### src/rtl/dstby_pkg.sv
package dstby_pkg;

    typedef enum logic [2:0] {
        ST_RUN,
        ST_LIGHT,
        ST_DEEP,
        ST_UP_CLK,
        ST_UP_PER,
        ST_UP_CORE,
        ST_WRST
    } pm_state_e;

    localparam logic [2:0] ADDR_CTRL = 3'd0;
    localparam logic [2:0] ADDR_KEEP = 3'd1;
    localparam logic [2:0] ADDR_WEN  = 3'd2;
    localparam logic [2:0] ADDR_EDGE = 3'd3;
    localparam logic [2:0] ADDR_FLAG = 3'd4;

    localparam logic [1:0] EDGE_RISE = 2'b01;
    localparam logic [1:0] EDGE_FALL = 2'b10;

endpackage

### src/rtl/dstby_regs.sv
module dstby_regs
    import dstby_pkg::*;
#(
    parameter int NWAKE = 4,
    parameter int NBANK = 4,
    parameter int DW    = 8,
    parameter int AW    = 3
) (
    input  logic               clk,
    input  logic               rst_n,
    input  logic               wr_acc,
    input  logic [AW-1:0]      wr_addr,
    input  logic [DW-1:0]      wr_data,
    input  logic [AW-1:0]      rd_addr,
    output logic [DW-1:0]      rd_data,
    input  logic               soft_clr,
    input  logic [NWAKE-1:0]   flag_set,
    output logic               busy,
    output logic               stby,
    output logic               deep,
    output logic [NBANK-1:0]   keep,
    output logic [NWAKE-1:0]   wen,
    output logic [2*NWAKE-1:0] mode,
    output logic [NWAKE-1:0]   flags
);

    localparam int MW = 2 * NWAKE;

    logic          pend_v;
    logic [AW-1:0] pend_a;
    logic [DW-1:0] pend_d;
    logic [NWAKE-1:0] flag_clr;

    // one-cycle pending stage in front of the registers
    always_ff @(posedge clk) begin
        if (!rst_n) begin
            pend_v <= 1'b0;
            pend_a <= '0;
            pend_d <= '0;
        end else begin
            pend_v <= wr_acc;
            if (wr_acc) begin
                pend_a <= wr_addr;
                pend_d <= wr_data;
            end
        end
    end

    assign busy = pend_v | wr_acc;

    always_ff @(posedge clk) begin
        if (!rst_n || soft_clr) begin
            stby <= 1'b0;
            deep <= 1'b0;
            keep <= '0;
            wen  <= '0;
            mode <= '0;
        end else if (pend_v) begin
            case (pend_a)
                ADDR_CTRL: begin
                    stby <= pend_d[0];
                    deep <= pend_d[1];
                end
                ADDR_KEEP: keep <= pend_d[NBANK-1:0];
                ADDR_WEN:  wen  <= pend_d[NWAKE-1:0];
                ADDR_EDGE: mode <= pend_d[MW-1:0];
                default: ;
            endcase
        end
    end

    assign flag_clr = (pend_v && pend_a == ADDR_FLAG) ? pend_d[NWAKE-1:0] : '0;

    // flags survive the wake clear; write-one-to-clear
    always_ff @(posedge clk) begin
        if (!rst_n) begin
            flags <= '0;
        end else begin
            flags <= (flags & ~flag_clr) | flag_set;
        end
    end

    always_comb begin
        rd_data = '0;
        case (rd_addr)
            ADDR_CTRL: rd_data[1:0]       = {deep, stby};
            ADDR_KEEP: rd_data[NBANK-1:0] = keep;
            ADDR_WEN:  rd_data[NWAKE-1:0] = wen;
            ADDR_EDGE: rd_data[MW-1:0]    = mode;
            ADDR_FLAG: rd_data[NWAKE-1:0] = flags;
            default:   rd_data            = '0;
        endcase
    end

endmodule

### src/rtl/dstby_wake.sv
module dstby_wake
    import dstby_pkg::*;
#(
    parameter int NWAKE = 4
) (
    input  logic               clk,
    input  logic               rst_n,
    input  logic [NWAKE-1:0]   pins,
    input  logic [NWAKE-1:0]   wen,
    input  logic [2*NWAKE-1:0] mode,
    output logic [NWAKE-1:0]   ev
);

    logic [NWAKE-1:0] pin_q;

    always_ff @(posedge clk) begin
        if (!rst_n) begin
            pin_q <= '0;
        end else begin
            pin_q <= pins;
        end
    end

    for (genvar i = 0; i < NWAKE; i++) begin : g_src
        logic rise_hit;
        logic fall_hit;
        assign rise_hit = (mode[2*i +: 2] == EDGE_RISE) &&  pins[i] && !pin_q[i];
        assign fall_hit = (mode[2*i +: 2] == EDGE_FALL) && !pins[i] &&  pin_q[i];
        assign ev[i]    = wen[i] && (rise_hit || fall_hit);
    end

endmodule

### src/rtl/dstby_hold.sv
module dstby_hold #(
    parameter int NPIN = 8
) (
    input  logic            clk,
    input  logic            rst_n,
    input  logic            capture,
    input  logic            hold,
    input  logic [NPIN-1:0] pin_func,
    output logic [NPIN-1:0] pin_out
);

    logic [NPIN-1:0] frozen;

    always_ff @(posedge clk) begin
        if (!rst_n) begin
            frozen <= '0;
        end else if (capture) begin
            frozen <= pin_func;
        end
    end

    assign pin_out = hold ? frozen : pin_func;

endmodule

### src/rtl/dstby_ctrl.sv
module dstby_ctrl
    import dstby_pkg::*;
#(
    parameter int NWAKE = 4,
    parameter int NBANK = 4,
    parameter int NPIN  = 8,
    parameter int DW    = 8,
    parameter int AW    = 3
) (
    input  logic             clk,
    input  logic             rst_n,
    input  logic             wr_en,
    input  logic [AW-1:0]    wr_addr,
    input  logic [DW-1:0]    wr_data,
    input  logic [AW-1:0]    rd_addr,
    output logic [DW-1:0]    rd_data,
    input  logic             sleep_req,
    input  logic [NWAKE-1:0] wake_pin,
    input  logic [NPIN-1:0]  pin_func,
    output logic [NPIN-1:0]  pin_out,
    output logic             pwr_core,
    output logic             pwr_clk,
    output logic             pwr_periph,
    output logic [NBANK-1:0] pwr_ram,
    output logic             pwr_aon,
    output logic             stby_ind,
    output logic             in_deep,
    output logic             wake_rst
);

    pm_state_e state_q, state_d;

    logic               defer_q;
    logic               wr_acc;
    logic               sleep_acc;
    logic               go;
    logic               busy;
    logic               stby;
    logic               deep;
    logic [NBANK-1:0]   keep;
    logic [NWAKE-1:0]   wen;
    logic [2*NWAKE-1:0] mode;
    logic [NWAKE-1:0]   flags;
    logic [NWAKE-1:0]   ev;
    logic [NWAKE-1:0]   flag_set;
    logic               entry_ok;
    logic               capture;
    logic               hold;
    logic               soft_clr;

    assign wr_acc    = wr_en && (state_q == ST_RUN);
    assign sleep_acc = sleep_req && (state_q == ST_RUN);
    assign go        = (sleep_acc || defer_q) && !busy;
    assign entry_ok  = stby && deep && ((flags & wen) == '0);
    assign capture   = (state_q == ST_RUN) && (state_d == ST_DEEP);
    assign flag_set  = (state_q == ST_DEEP) ? ev : '0;
    assign soft_clr  = (state_q == ST_WRST);

    dstby_regs #(
        .NWAKE(NWAKE), .NBANK(NBANK), .DW(DW), .AW(AW)
    ) u_regs (
        .clk      (clk),
        .rst_n    (rst_n),
        .wr_acc   (wr_acc),
        .wr_addr  (wr_addr),
        .wr_data  (wr_data),
        .rd_addr  (rd_addr),
        .rd_data  (rd_data),
        .soft_clr (soft_clr),
        .flag_set (flag_set),
        .busy     (busy),
        .stby     (stby),
        .deep     (deep),
        .keep     (keep),
        .wen      (wen),
        .mode     (mode),
        .flags    (flags)
    );

    dstby_wake #(.NWAKE(NWAKE)) u_wake (
        .clk   (clk),
        .rst_n (rst_n),
        .pins  (wake_pin),
        .wen   (wen),
        .mode  (mode),
        .ev    (ev)
    );

    dstby_hold #(.NPIN(NPIN)) u_hold (
        .clk      (clk),
        .rst_n    (rst_n),
        .capture  (capture),
        .hold     (hold),
        .pin_func (pin_func),
        .pin_out  (pin_out)
    );

    // state register and deferred-request flag
    always_ff @(posedge clk) begin
        if (!rst_n) begin
            state_q <= ST_RUN;
            defer_q <= 1'b0;
        end else begin
            state_q <= state_d;
            defer_q <= go ? 1'b0 : (defer_q || (sleep_acc && busy));
        end
    end

    // next-state logic
    always_comb begin
        state_d = state_q;
        unique case (state_q)
            ST_RUN: begin
                if (go) begin
                    if (stby && deep) begin
                        if (entry_ok) state_d = ST_DEEP;
                    end else if (stby) begin
                        state_d = ST_LIGHT;
                    end
                end
            end
            ST_LIGHT:   state_d = ST_RUN;
            ST_DEEP:    if (|ev) state_d = ST_UP_CLK;
            ST_UP_CLK:  state_d = ST_UP_PER;
            ST_UP_PER:  state_d = ST_UP_CORE;
            ST_UP_CORE: state_d = ST_WRST;
            ST_WRST:    state_d = ST_RUN;
            default:    state_d = ST_RUN;
        endcase
    end

    // Moore outputs
    always_comb begin
        pwr_core   = 1'b1;
        pwr_clk    = 1'b1;
        pwr_periph = 1'b1;
        pwr_ram    = '1;
        stby_ind   = 1'b0;
        in_deep    = 1'b0;
        wake_rst   = 1'b0;
        hold       = 1'b0;
        unique case (state_q)
            ST_RUN: ;
            ST_LIGHT: stby_ind = 1'b1;
            ST_DEEP: begin
                pwr_core   = 1'b0;
                pwr_clk    = 1'b0;
                pwr_periph = 1'b0;
                pwr_ram    = keep;
                in_deep    = 1'b1;
                hold       = 1'b1;
            end
            ST_UP_CLK: begin
                pwr_core   = 1'b0;
                pwr_periph = 1'b0;
                hold       = 1'b1;
            end
            ST_UP_PER: begin
                pwr_core = 1'b0;
                hold     = 1'b1;
            end
            ST_UP_CORE: hold = 1'b1;
            ST_WRST: begin
                wake_rst = 1'b1;
                hold     = 1'b1;
            end
            default: ;
        endcase
    end

    assign pwr_aon = 1'b1;

endmodule

### config.mk
export PLATFORM = sky130hd
export DESIGN_NAME = dstby_ctrl
export DESIGN_NICKNAME = d
export VERILOG_FILES = /design/src/rtl/dstby_pkg.sv /design/src/rtl/dstby_regs.sv /design/src/rtl/dstby_wake.sv /design/src/rtl/dstby_hold.sv /design/src/rtl/dstby_ctrl.sv
export SDC_FILE = /design/constraint.sdc
export NUM_CORES = 1
export LEC_CHECK = 0
export BUFFER_PORTS_ARGS = -buffer_cell sky130_fd_sc_hd__clkbuf_2
export CORE_ASPECT_RATIO = 0.75
export CORE_MARGIN = 2
export CORE_UTILIZATION = 57
export DETAILED_ROUTE_END_ITERATION = 6
export GPL_ROUTABILITY_DRIVEN = 0
export PLACE_DENSITY_LB_ADDON = 0.08
export RECOVER_POWER = 25
export SLEW_MARGIN = 20
export SYNTH_ARGS = -nofsm -noshare
export SYNTH_HDL_FRONTEND = slang
export SYNTH_SLANG_ARGS = --single-unit
export TNS_END_PERCENT = 10
### constraint.sdc
create_clock -name clk -period 3.26 [get_ports clk]
set_input_delay 0.652 -clock clk [delete_from_list [all_inputs] [get_ports clk]]
set_output_delay 0.652 -clock clk [all_outputs]
set_load 0.01 [all_outputs]
Yosys cells after proc, flatten, opt, wreduce, memory -nomap -nowiden

Index checks and enable logic that the tools add are counted.

Memory bits (read-only): 0
Logic and storage cells: 120
Bits in latches: 0
Output and inout port bits: 27
Memories kept: 0
Memory bits (writable): 0
Bits of input ports: 30
Bits in registers: 50

Muxes and demuxes: 20
Add/subtract/negate cells: 0
Bitwise gates (word level): 6
Shift-type cells: 0
Magnitude comparators: 0
Reductions and logical operators: 58
Div/mod/pow operators: 0
Multipliers: 0
Eq/ne operators: 23

Operators with widths:

| cell                                           | count |
|---|---|
| logical AND 1 bit                              | 28 |
| == test 3 x 2 -> 1 bit (second input constant) | 7 |
| 2-to-1 mux 4 bit                               | 4 |
| == test 3 bit (second input constant)          | 5 |
| 2-to-1 mux 3 bit                               | 5 |
| one-hot mux 3 bit (5 select lines)             | 1 |
| logical NOT 1 bit                              | 10 |
| one-hot mux 2 bit (5 select lines)             | 1 |
| == test 3 x 1 -> 1 bit (second input constant) | 3 |
| logical NOT 3 bit                              | 3 |
| AND 4 bit                                      | 2 |
| == test 2 x 1 -> 1 bit (second input constant) | 4 |
| == test 2 bit (second input constant)          | 4 |
| 2-to-1 mux 8 bit                               | 1 |
| one-hot mux 2 bit (4 select lines)             | 1 |
| AND reduction 2 bit                            | 4 |
| logical OR 1 bit                               | 7 |
| 2-to-1 mux 1 bit                               | 7 |
| OR reduction 5 bit                             | 1 |
| logical NOT 4 bit                              | 1 |
| NOT 4 bit                                      | 1 |
| OR 4 bit                                       | 1 |
| OR reduction 2 bit                             | 2 |
| OR reduction 4 bit                             | 1 |
| other kinds (3)                                | 3 |

Depth between registers and ports, before layout

Gate-level depths: netlist (run 1).

Depth in word-level cells: 10
Gate-level depth with buffers: 6

Cells and area by module

A second synthesis (run 1) with hierarchy kept.

Cells, all modules: 263
Area total of the unflattened synthesis: 2551.2 µm²

Modules (own cells, without submodules):

| module     | times used | area each (µm²) | cells each |
|---|---|---|---|
| dstby_regs | 1          | 1491.4          | 157 |
| dstby_hold | 1          | 432.9           | 34 |
| dstby_ctrl | 1          | 386.6           | 52 |
| dstby_wake | 1          | 240.2           | 20 |

Worst setup path before layout (run 1)

No wires, ideal clock.

Path kind: in2out
Start point: input port rd_addr[1]
End point: output port rd_data[0]
Arrival time: 1.587 ns
Path buffers: 1
Required time: 2.608 ns
Setup slack: 1.021 ns
Cell stages on the path: 4
Cells stage by stage: clkbuf_1 -> mux4_2 -> inv_1 -> o21ai_0

Cells in the longest elaborated chain, start to end: 2
Elaborated cells on any way between the ends: 6

RTL lines:

| element                                     | line             | source |
|---|---|---|
| from (decl)                                 | dstby_ctrl.sv:15 | `input logic [AW-1:0] rd_addr,` |
| == test 3 bit, or another cell as far along | dstby_regs.sv:85 | `case (rd_addr)` |
| one-hot mux 2 bit (5 select lines) *        | dstby_regs.sv:85 |  |
| to (decl)                                   | dstby_ctrl.sv:16 | `output logic [DW-1:0] rd_data,` |

Every way passes the cells marked *; elsewhere a longest branch is shown, timed or not.

Final worst setup path (run 1)

Start point: register state_q[0]
End point: output port pin_out[4]

Cells in the longest elaborated chain, start to end: 4
Elaborated cells on any way between the ends: 8

RTL lines:

| element                                                        | line              | source |
|---|---|---|
| from (decl)                                                    | dstby_ctrl.sv:31  | `pm_state_e state_q, state_d;` |
| from (signal assigned)                                         | dstby_ctrl.sv:104 | `state_q <= state_d;` |
| == test 3 x 2 -> 1 bit / == test 3 bit (equally long branches) | dstby_ctrl.sv:142 | `unique case (state_q)` |
| OR reduction 5 bit (no line) *                                 | --                |  |
| 2-to-1 mux 1 bit *                                             | dstby_ctrl.sv:142 |  |
| 2-to-1 mux 8 bit *                                             | dstby_hold.sv:22  | `assign pin_out = hold ? frozen : pin_func;` |
| to (decl)                                                      | dstby_ctrl.sv:20  | `output logic [NPIN-1:0] pin_out,` |

Marked as above.

==> results of run 1 <==
flip-flops by register name, summed over array words and instances (netlist names), 4 cells and up:
| register | count |
|---|---|
| u_wake.pin_q | 4 |
| u_hold.frozen | 8 |
| u_regs.pend_d | 8 |
| u_regs.keep | 4 |
| u_regs.flags | 4 |
| u_regs.mode | 8 |
| u_regs.wen | 4 |
per-stage QoR:
| stage | hold slack [ns] | std cells |
|---|---|---|
| final | 0.469 | 385 |
| after global routing | 0.497 | 385 |
| after CTS | 0.472 | 385 |
| after detailed placement | 0.459 | 377 |
| after global placement | 0.447 | 377 |
| after floorplan | 0.432 | 285 |
worst paths after layout:
check	from	to	slack (ns)
hold / removal	u_regs.pend_d[4]	u_regs.mode[4]	0.47
setup reg to reg	state_q[0]	u_regs.pend_d[7]	1.36
hold reg to reg	u_regs.pend_d[4]	u_regs.mode[4]	0.47
setup / recovery	state_q[0]	pin_out[4]	0.62
worst max-delay path, delay by kind of cell (launching register included):
kind | cells | cell delay, ns
buffers and inverters | 1 | 0.13
muxes | 1 | 0.39
and+or+nand+nor | 1 | 0.15
DFF | 1 | 0.59
AOI/OAI and AO/OA | 1 | 0.42
cell usage after synthesis (all sizes together) (4+ instances only):
cell	instances	area [um^2]
dfxtp	50	1000
nand2	45	169
a21oi	28	144
nor2	21	78.8
o21ai	18	90.1
mux2i	12	120
nand3	12	60.1
mux2	11	124
and2	10	62.6
clkbuf	10	37.5
buf	9	58.8
nor4bb	8	80.1
a21boi	6	45.0
inv	5	18.8
o21a	5	37.5
or3	5	31.3
and3b	4	35.0
nor3b	4	30.0
routing by layer:
metal,global-route usage,vias to the layer above
met4,0.0813,0
met1,0.373,994
met5,0,-
met3,0.0491,6
met2,0.386,73
li1,-,1080
power by group:
group | total, uW | leakage, uW | internal, uW | switching [uW]
logic | 88.5 | 0.000621 | 37.7 | 50.8
registers | 636 | 0.000406 | 623 | 12.6
clock network | 366 | 0.0000482 | 172 | 194
total | 1090 | 0.00108 | 833 | 257
final cells by class:
class | count | share of cell area
Clock buffer | 7 | 0.0314
Clock inverter | 1 | 0.00182
Inverter | 5 | 0.00682
Multi-Input combinational cell | 211 | 0.470
Sequential cell | 50 | 0.364
Tap cell | 55 | 0.0250
Timing Repair Buffer | 56 | 0.101
cells by family after synthesis:
kind of cell	after synthesis
multiplexers	24
AND/OR/NAND/NOR	122
flip-flops	50
buffers and inverters	24
other	1
AO/OA/AOI/OAI	64
==> results.tsv, run 1 <==
stage	metric	value	unit
critical_path	crit path max fanout	14	
finish	fin util	0.678	
clock_tree	CTS resizes	0	
detailed_routing	uppermost layer routed	met4	
yosys	Post-Syn Nets	315	
critical_path	R2R depth	4	
finish	cell area after layout	0.00275	mm^2
floorplanning	die area	0.00478	mm^2
pwr	Final Total Pwr	1090	uW
yosys	sequential area share after synthesis	0.415	
finish	nets	359	
timing	final hold violations	0	
clock_tree	Setup Buffers After CTS	0	
yosys	Syn Inst Count	285	
floorplanning	Core Footprint	0.00405	mm^2
pwr	LEAKAGE	0.00108	uW
detailed_routing	M1 WL	2750	um
global_route	first-pass GRT wire length	9220	um
global_route	total congestion overflow	0	
yosys	post-synthesis cell type count	41	
finish	FF+latch area	0.00100	mm^2
clock_tree	htree depth	2	
detailed_routing	Via density	5.59	
clock_tree	# hold bufs at CTS	0	
critical_path	Setup crit end kind	primary output	
timing	Slew HR	0.309	
floorplanning	Die X-Extent	79.1	um
finish	most frequent cells in the layout	clkbuf_2 (54), dfxtp_1 (50), nand2_1 (45)	
detailed_routing	met2 wire length	2470	um
finish	share of layout cells above drive strength 1	0.233	
placement	pre-CTS setup slack	0.917	ns
floorplanning	starting density of the core	0.595	
critical_path	crit-path cells	nand2_1 -> a21oi_2 -> mux2_2 -> clkbuf_2	
critical_path	critical path type	reg2out	
clock_tree	Clk Latency, worst-skew pair	0.29	ns
detailed_routing	routed vias	2153	
yosys	FF+latch count, synth	50	
finish	Multi-input gate area	0.00129	mm^2
clock_tree	clock sinks	50	
yosys	synthesized area	0.00241	mm^2
critical_path	worst path required time	2.61	ns
clock_tree	CTS Root Cell	clkbuf_8	
detailed_routing	DRT Pass-1 Iters	4	
detailed_routing	post-route ant nets	0	
critical_path	Worst setup SP type	register	
pwr	P per Cell Area	396	mW/mm^2
yosys	compound-gate portion of the synthesized area	0.159	
detailed_routing	routed len/inst	14.8	um
finish	area grow syn2layout	13.9	%
finish	number of diodes	0	
timing	max-slew violation count	0	
finish	fill cell count	373	
timing	final period utilization	0.809	
clock_tree	CTS max path bufs	2	
timing	final worst slack	0.622	ns
timing	RSZ-0062 raised after global routing	false	
min_path	Hold Path Class	reg2reg	
timing	setup TNS	0	ns
status	status	completed	
global_route	overall routing resource usage	0.255	
timing	Setup Viol. Count Final	0	
clock_tree	clock slew at reported path FFs	0.09	ns
timing	worst slew pin tran	1.04	ns
yosys	adder-cell share of the synthesized area	0	
global_route	initial antenna violation count	0	
clock_tree	CTS Buf Count	5	
floorplanning	Die Ht	60.4	um
yosys	largest family of logic cells by synthesized area	simple AND/OR/NAND/NOR gates	
clock_tree	CTS tree	done	
placement	DP HPWL	4300	um
critical_path	Worst path slowest cell	dfxtp_1	
yosys	post-synthesis simple-gate area fraction	0.267	
critical_path	crit path DAT	1.99	ns
detailed_routing	drt initial violations	185	
yosys	XOR/XNOR Fraction of Synth Area	0	
min_path	Hold Crit Depth	2	
yosys	multiplexer area fraction after synthesis	0.110	
detailed_routing	met3 WL	398	um
timing	fmax	379	MHz
critical_path	slowest stage delay, CP	0.59	ns
placement	buffers added on ports	55	
placement	area post-placement	0.00267	mm^2
yosys	Synth warnings	0	
floorplanning	I/O pin count	57	
yosys	Post-synth ARST share	0	
timing	min Tclk post-route	2.64	ns
global_route	vias in the first global route	1916	
finish	commonest non-fill, non-tap cell in the layout	clkbuf_2	
job	Max-Cap Viols	0	
yosys	number of synthesized flops with an enable pin	0	
pwr	maximum VDD drop	0.355	mV
global_route	largest net degree at the start of global routing	24	
timing	clock skew	0.00491	ns
yosys	Syn Area/Cell	8.47	um^2
floorplanning	Rows	20	
detailed_routing	DRC Markers	0	
yosys	Main synth FF type	dfxtp_1	
detailed_routing	Total Wirelength	5680	um
(Power assumes the default switching activity.)
==> inputs of run 2 (changes only) <==
- CORE_UTILIZATION: 57 -> 48
- clock period: 3.26 -> 2.4 ns (I/O delays scaled with it)
==> results.tsv, run 2 (same netlist as run 1, synthesis figures left out) <==
stage	metric	value	unit	change
status	status	finished, violations left		
status	failing checks	DRC		
global_route	largest net degree at the start of global routing	22		-8.3%
floorplanning	I/O pin count	57		unchanged
placement	buffers added on ports	55		unchanged
detailed_routing	Via density	5.43		-3.0%
finish	commonest non-fill, non-tap cell in the layout	clkbuf_2		
critical_path	CP Launch Point	state_q[1]		
detailed_routing	post-route ant nets	0		unchanged
finish	fill cell count	469		+26%
critical_path	crit-path cells	nand2_1 -> a21oi_2 -> mux2_2 -> clkbuf_2		
pwr	maximum VDD drop	0.280	mV	-21%
critical_path	crit path DAT	1.86	ns	-0.13 ns
critical_path	R2R Setup Slk	0.54	ns	-0.82 ns
timing	final hold violations	0		unchanged
min_path	Min-Delay Startpoint	wr_data[5]		
detailed_routing	routed vias	2127		-1.2%
clock_tree	CTS tree	done		
critical_path	worst path required time	1.92	ns	-0.69 ns
detailed_routing	routed len/inst	15.1	um	+2.3%
floorplanning	Core Footprint	0.00487	mm^2	+20%
critical_path	slowest stage delay, CP	0.51	ns	-0.08 ns
floorplanning	Rows	22		+10%
floorplanning	die area	0.00562	mm^2	+18%
critical_path	reg2reg start	state_q[2]		
timing	worst slew pin tran	0.985	ns	-0.0511 ns
critical_path	Top delay family on crit path	flip-flops		
finish	Largest regs	u_hold.frozen: 8 flops, u_regs.mode: 8 flops, u_regs.pend_d: 8 flops		
clock_tree	Clk Latency, worst-skew pair	0.30	ns	about the same
critical_path	Levels on crit path	4		unchanged
detailed_routing	drt initial violations	215		+16%
detailed_routing	DRC Markers	1		+1
critical_path	Worst path slowest cell	dfxtp_1		
finish	most frequent cells in the layout	clkbuf_2 (54), dfxtp_1 (50), nand2_1 (45)		
placement	pre-CTS setup slack	0.397	ns	-0.520 ns
finish	number of diodes	0		unchanged
pwr	P per Cell Area	534	mW/mm^2	+35%
global_route	total congestion overflow	0		unchanged
placement	DP HPWL	4420	um	+2.8%
global_route	overall routing resource usage	0.223		-0.0326
placement	Placed Instances	384		+1.9%
clock_tree	htree depth	2		unchanged
critical_path	R2R depth	5		+1
clock_tree	clock slew at reported path FFs	0.09	ns	about the same
floorplanning	Die Ht	65.4	um	+8.4%
clock_tree	CTS Root Cell	clkbuf_8		
critical_path	critical path type	reg2out		
timing	fmax	428	MHz	
min_path	Hold Path End	u_regs.pend_d[5]		
critical_path	Setup crit end kind	primary output		
timing	final worst slack	0.0624	ns	-0.560 ns
clock_tree	clock sinks	50		unchanged
finish	FF+latch area	0.00100	mm^2	unchanged
clock_tree	CTS max path bufs	2		unchanged
timing	clock skew	0.00440	ns	-0.000509 ns
timing	max-slew violation count	0		unchanged
critical_path	crit path max fanout	10		-4
timing	Slew HR	0.343		+0.0341
timing	min Tclk post-route	2.34	ns	
finish	fin util	0.570		-0.108
min_path	Hold Path Class	in2reg		
placement	area post-placement	0.00269	mm^2	+0.80%
finish	final std cells w/o fill	392		+1.8%
critical_path	R2R Path End	u_regs.pend_a[2]		
detailed_routing	Total Wirelength	5920	um	+4.2%
min_path	Hold Crit Depth	3		+1
global_route	first-pass GRT wire length	9650	um	+4.7%
detailed_routing	DRT Pass-1 Iters	6		+2
finish	nets	361		+0.56%
timing	RSZ-0062 raised after global routing	true		
finish	share of layout cells above drive strength 1	0.244		+0.0106
job	Max-Cap Viols	0		unchanged
pwr	LEAKAGE	0.00109	uW	+1.2%
critical_path	Worst setup SP type	register		
timing	Setup Viol. Count Final	0		unchanged
floorplanning	Die X-Extent	85.9	um	+8.5%
finish	Multi-input gate area	0.00130	mm^2	+0.58%
global_route	vias in the first global route	1938		+1.1%
clock_tree	CTS Buf Count	5		unchanged
timing	final period utilization	0.974		
finish	area grow syn2layout	15.1	%	
critical_path	critical path buffer and inverter count	1		unchanged
finish	cell area after layout	0.00278	mm^2	+1.0%
global_route	initial antenna violation count	0		unchanged
floorplanning	starting density of the core	0.495		-0.100
run 2: cell type report:
cell class              count  area share
repair buffers             58       0.105
inverters                   5     0.00675
well taps                  60      0.0270
multi-input cells         211       0.468
flip-flops and latches     50       0.360
clock buffers               7      0.0311
clock inverters             1     0.00180
run 2: report_power, final:
| group | internal, uW | switching, uW | leakage (uW) |
|---|---|---|---|
| Sequential | 847 | 16.8 | 0.000406 |
| Combinational | 51.4 | 70.0 | 0.000634 |
| Clock | 233 | 267 | 0.0000482 |
| Total | 1130 | 354 | 0.00109 |
run 2: worst max-delay path by stage:
stage	slack, ns	end
2_1_floorplan	0.51	rd_data[0]
3_3_place_gp	0.45	pin_out[6]
3_5_place_dp	0.40	pin_out[6]
4_1_cts	0.06	pin_out[6]
5_1_grt	-0.08	pin_out[2]
6_report	0.06	pin_out[6]
run 2: repair_timing:
action | in CTS | in global routing
hold buffers | 0 | 0
resized for setup | 0 | 1
setup buffers | 0 | 0
setup endpoints to repair | 0 | 12
run 2: tightest hold or removal path: cells and delay by family:
kind                   cells  cell delay (ns)
and+or+nand+nor            1             0.04
AOI/OAI and AO/OA          1             0.05
buffers and inverters      1             0.08
run 2: metrics by stage:
step,hold WS (ns),TNS (ns),power (uW)
2_1_floorplan,0.432,0,955
3_3_place_gp,0.445,0,1000
3_5_place_dp,0.454,0,1010
4_1_cts,0.382,0,1500
5_1_grt,0.400,-0.543,1550
6_report,0.388,0,1480
run 2: metal layers:
| metal | GRT usage | up-vias | share of wire |
|---|---|---|---|
| li1 | - | 1085 | - |
| met1 | 0.313 | 986 | 0.50 |
| met2 | 0.335 | 51 | 0.44 |
| met3 | 0.0490 | 5 | 0.055 |
| met4 | 0.0794 | 0 | 0.0078 |
| met5 | 0 | - | 0 |
==> inputs of run 3 (changes only) <==
- CAP_MARGIN: not set -> 20
- CORE_UTILIZATION: 48 -> 50
- CTS_BUF_LIST: not set -> sky130_fd_sc_hd__clkbuf_8
- SETUP_SLACK_MARGIN: not set -> 0.3
==> results.tsv, run 3 (same netlist as run 1, synthesis figures left out) <==
stage	metric	value	unit	change
timing	setup TNS	0	ns	unchanged
timing	final hold violations	0		unchanged
critical_path	crit path max fanout	8		-2
global_route	vias in the first global route	2026		+4.5%
job	Max-Cap Viols	0		unchanged
finish	FF+latch area	0.00100	mm^2	+0.37%
critical_path	Setup crit end kind	primary output		
critical_path	worst path required time	1.92	ns	about the same
clock_tree	clock slew at reported path FFs	0.09	ns	about the same
pwr	internal cell power	1340	uW	+19%
placement	Placed Instances	381		-0.78%
timing	min Tclk post-route	2.05	ns	-0.285 ns
pwr	Clk pwr share	0.424		+0.087
placement	pre-CTS setup slack	0.369	ns	-0.0277 ns
global_route	M3 GR Usage	0.0594		+0.0104
detailed_routing	routed vias	2202		+3.5%
pwr	Switching Fraction	0.216		-0.0227
floorplanning	Die Ht	64.2	um	-1.9%
pwr	Sequential Power Share	0.505		-0.076
finish	Largest regs	u_hold.frozen: 8 flops, u_regs.mode: 8 flops, u_regs.pend_d: 8 flops		
timing	final period utilization	0.855		-0.119
pwr	P per Cell Area	594	mW/mm^2	+11%
detailed_routing	Total Wirelength	6080	um	+2.7%
critical_path	critical path type	reg2out		
global_route	initial antenna violation count	0		unchanged
finish	most frequent cells in the layout	clkbuf_2 (54), dfxtp_1 (49), nand2_1 (44)		
status	status	completed		
finish	share of layout cells above drive strength 1	0.260		+0.0157
global_route	total congestion overflow	0		unchanged
finish	number of diodes	0		unchanged
clock_tree	clock sinks	50		unchanged
pwr	switching power	369	uW	+4.3%
critical_path	crit path DAT	1.57	ns	-0.29 ns
detailed_routing	Via density	5.62		+3.5%
critical_path	R2R depth	5		unchanged
timing	max-slew violation count	0		unchanged
clock_tree	Clk Latency, worst-skew pair	0.31	ns	about the same
floorplanning	Die X-Extent	84.2	um	-1.9%
global_route	largest net degree at the start of global routing	19		-14%
critical_path	Worst setup SP type	register		
pwr	maximum VDD drop	0.380	mV	+36%
pwr	Logic pwr share	0.071		-0.011
timing	worst slew pin tran	0.740	ns	-0.245 ns
finish	fill cell count	405		-14%
timing	RSZ-0062 raised after global routing	false		
clock_tree	CTS Buf Count	5		unchanged
floorplanning	die area	0.00540	mm^2	-3.8%
global_route	overall routing resource usage	0.237		+0.0148
timing	final worst slack	0.347	ns	+0.285 ns
floorplanning	Core Footprint	0.00455	mm^2	-6.7%
timing	Slew HR	0.507		+0.163
placement	buffers added on ports	55		unchanged
placement	DP HPWL	4490	um	+1.8%
finish	final std cells w/o fill	392		unchanged
timing	clock skew	0.00797	ns	+0.00357 ns
detailed_routing	routed len/inst	15.5	um	+2.7%
detailed_routing	drt initial violations	131		-39%
clock_tree	htree depth	2		unchanged
finish	nets	364		+0.83%
min_path	Hold Crit Depth	3		unchanged
detailed_routing	DRC Markers	0		-1
floorplanning	I/O pin count	57		unchanged
pwr	LEAKAGE	0.00115	uW	+5.3%
timing	fmax	487	MHz	+14%
detailed_routing	post-route ant nets	0		unchanged
global_route	M2 GR Usage	0.349		+0.0139
detailed_routing	DRT Pass-1 Iters	4		-2
global_route	busiest grt layer	met1		
finish	fin util	0.634		+0.0638
finish	commonest non-fill, non-tap cell in the layout	clkbuf_2		
clock_tree	CTS Root Cell	clkbuf_8		
finish	area grow syn2layout	19.4	%	
clock_tree	CTS max path bufs	2		unchanged
clock_tree	CTS tree	done		
critical_path	R2R Setup Slk	0.47	ns	-0.07 ns
global_route	met1 usage	0.353		+0.0396
min_path	Hold Path Class	in2reg		
timing	Setup Viol. Count Final	0		unchanged
global_route	first-pass GRT wire length	10200	um	+5.3%
floorplanning	Rows	21		-4.5%
floorplanning	starting density of the core	0.531		+0.0356
finish	Multi-input gate area	0.00131	mm^2	+1.1%
run 3: path summary, 6_finish.rpt:
| path | start | endpoint |
|---|---|---|
| worst max-delay path | state_q[2] | pin_out[5] |
| worst min-delay path | wr_data[3] | u_regs.pend_d[3] |
| worst max register to register | state_q[2] | u_hold.frozen[1] |
| worst min register to register | u_regs.pend_d[7] | u_regs.pend_d[7] |
run 3: metal layers:
metal / up-vias / wire, um
li1: 1091 / -
met1: 1030 / 2930
met2: 76 / 2640
met3: 5 / 462
met4: 0 / 37
met5: - / 0
run 3: per-stage QoR:
step | hold WS (ns) | power, uW | cell area [um^2]
after floorplan | 0.432 | 955 | 2410
after global placement | 0.454 | 1000 | 2690
after detailed placement | 0.463 | 1000 | 2690
after CTS | 0.383 | 1720 | 2850
after global routing | 0.368 | 1780 | 2880
final | 0.381 | 1710 | 2880
run 3: power by group through the flow:
stage	Clock [uW]	Combinational, uW	Sequential, uW
final	727	122	864
after floorplan	0	78.7	877
after CTS	733	121	865
after global placement	0	119	883
after global routing	782	136	866
after detailed placement	0	120	884
run 3: area by class of cell:
class / count / share of cell area
clock buffers: 6 / 0.0286
clock inverters: 2 / 0.0208
inverters: 5 / 0.00651
multi-input cells: 211 / 0.456
flip-flops and latches: 50 / 0.349
well taps: 57 / 0.0247
repair buffers: 61 / 0.115
run 3: what timing repair did:
action                     4_1_cts  5_1_grt
gates resized for setup          4        4
hold buffers                     0        0
setup endpoints to repair       13       12
gates cloned                     0        0
pin swaps                        1        1
setup buffers                    0        3
run 3: worst max-delay path, stage by stage (launching register included):
cell      delay (ns)
dfxtp_1         0.45
nor2b_4         0.09
a21oi_4         0.14
buf_12          0.14
mux2_2          0.33
clkbuf_2        0.12
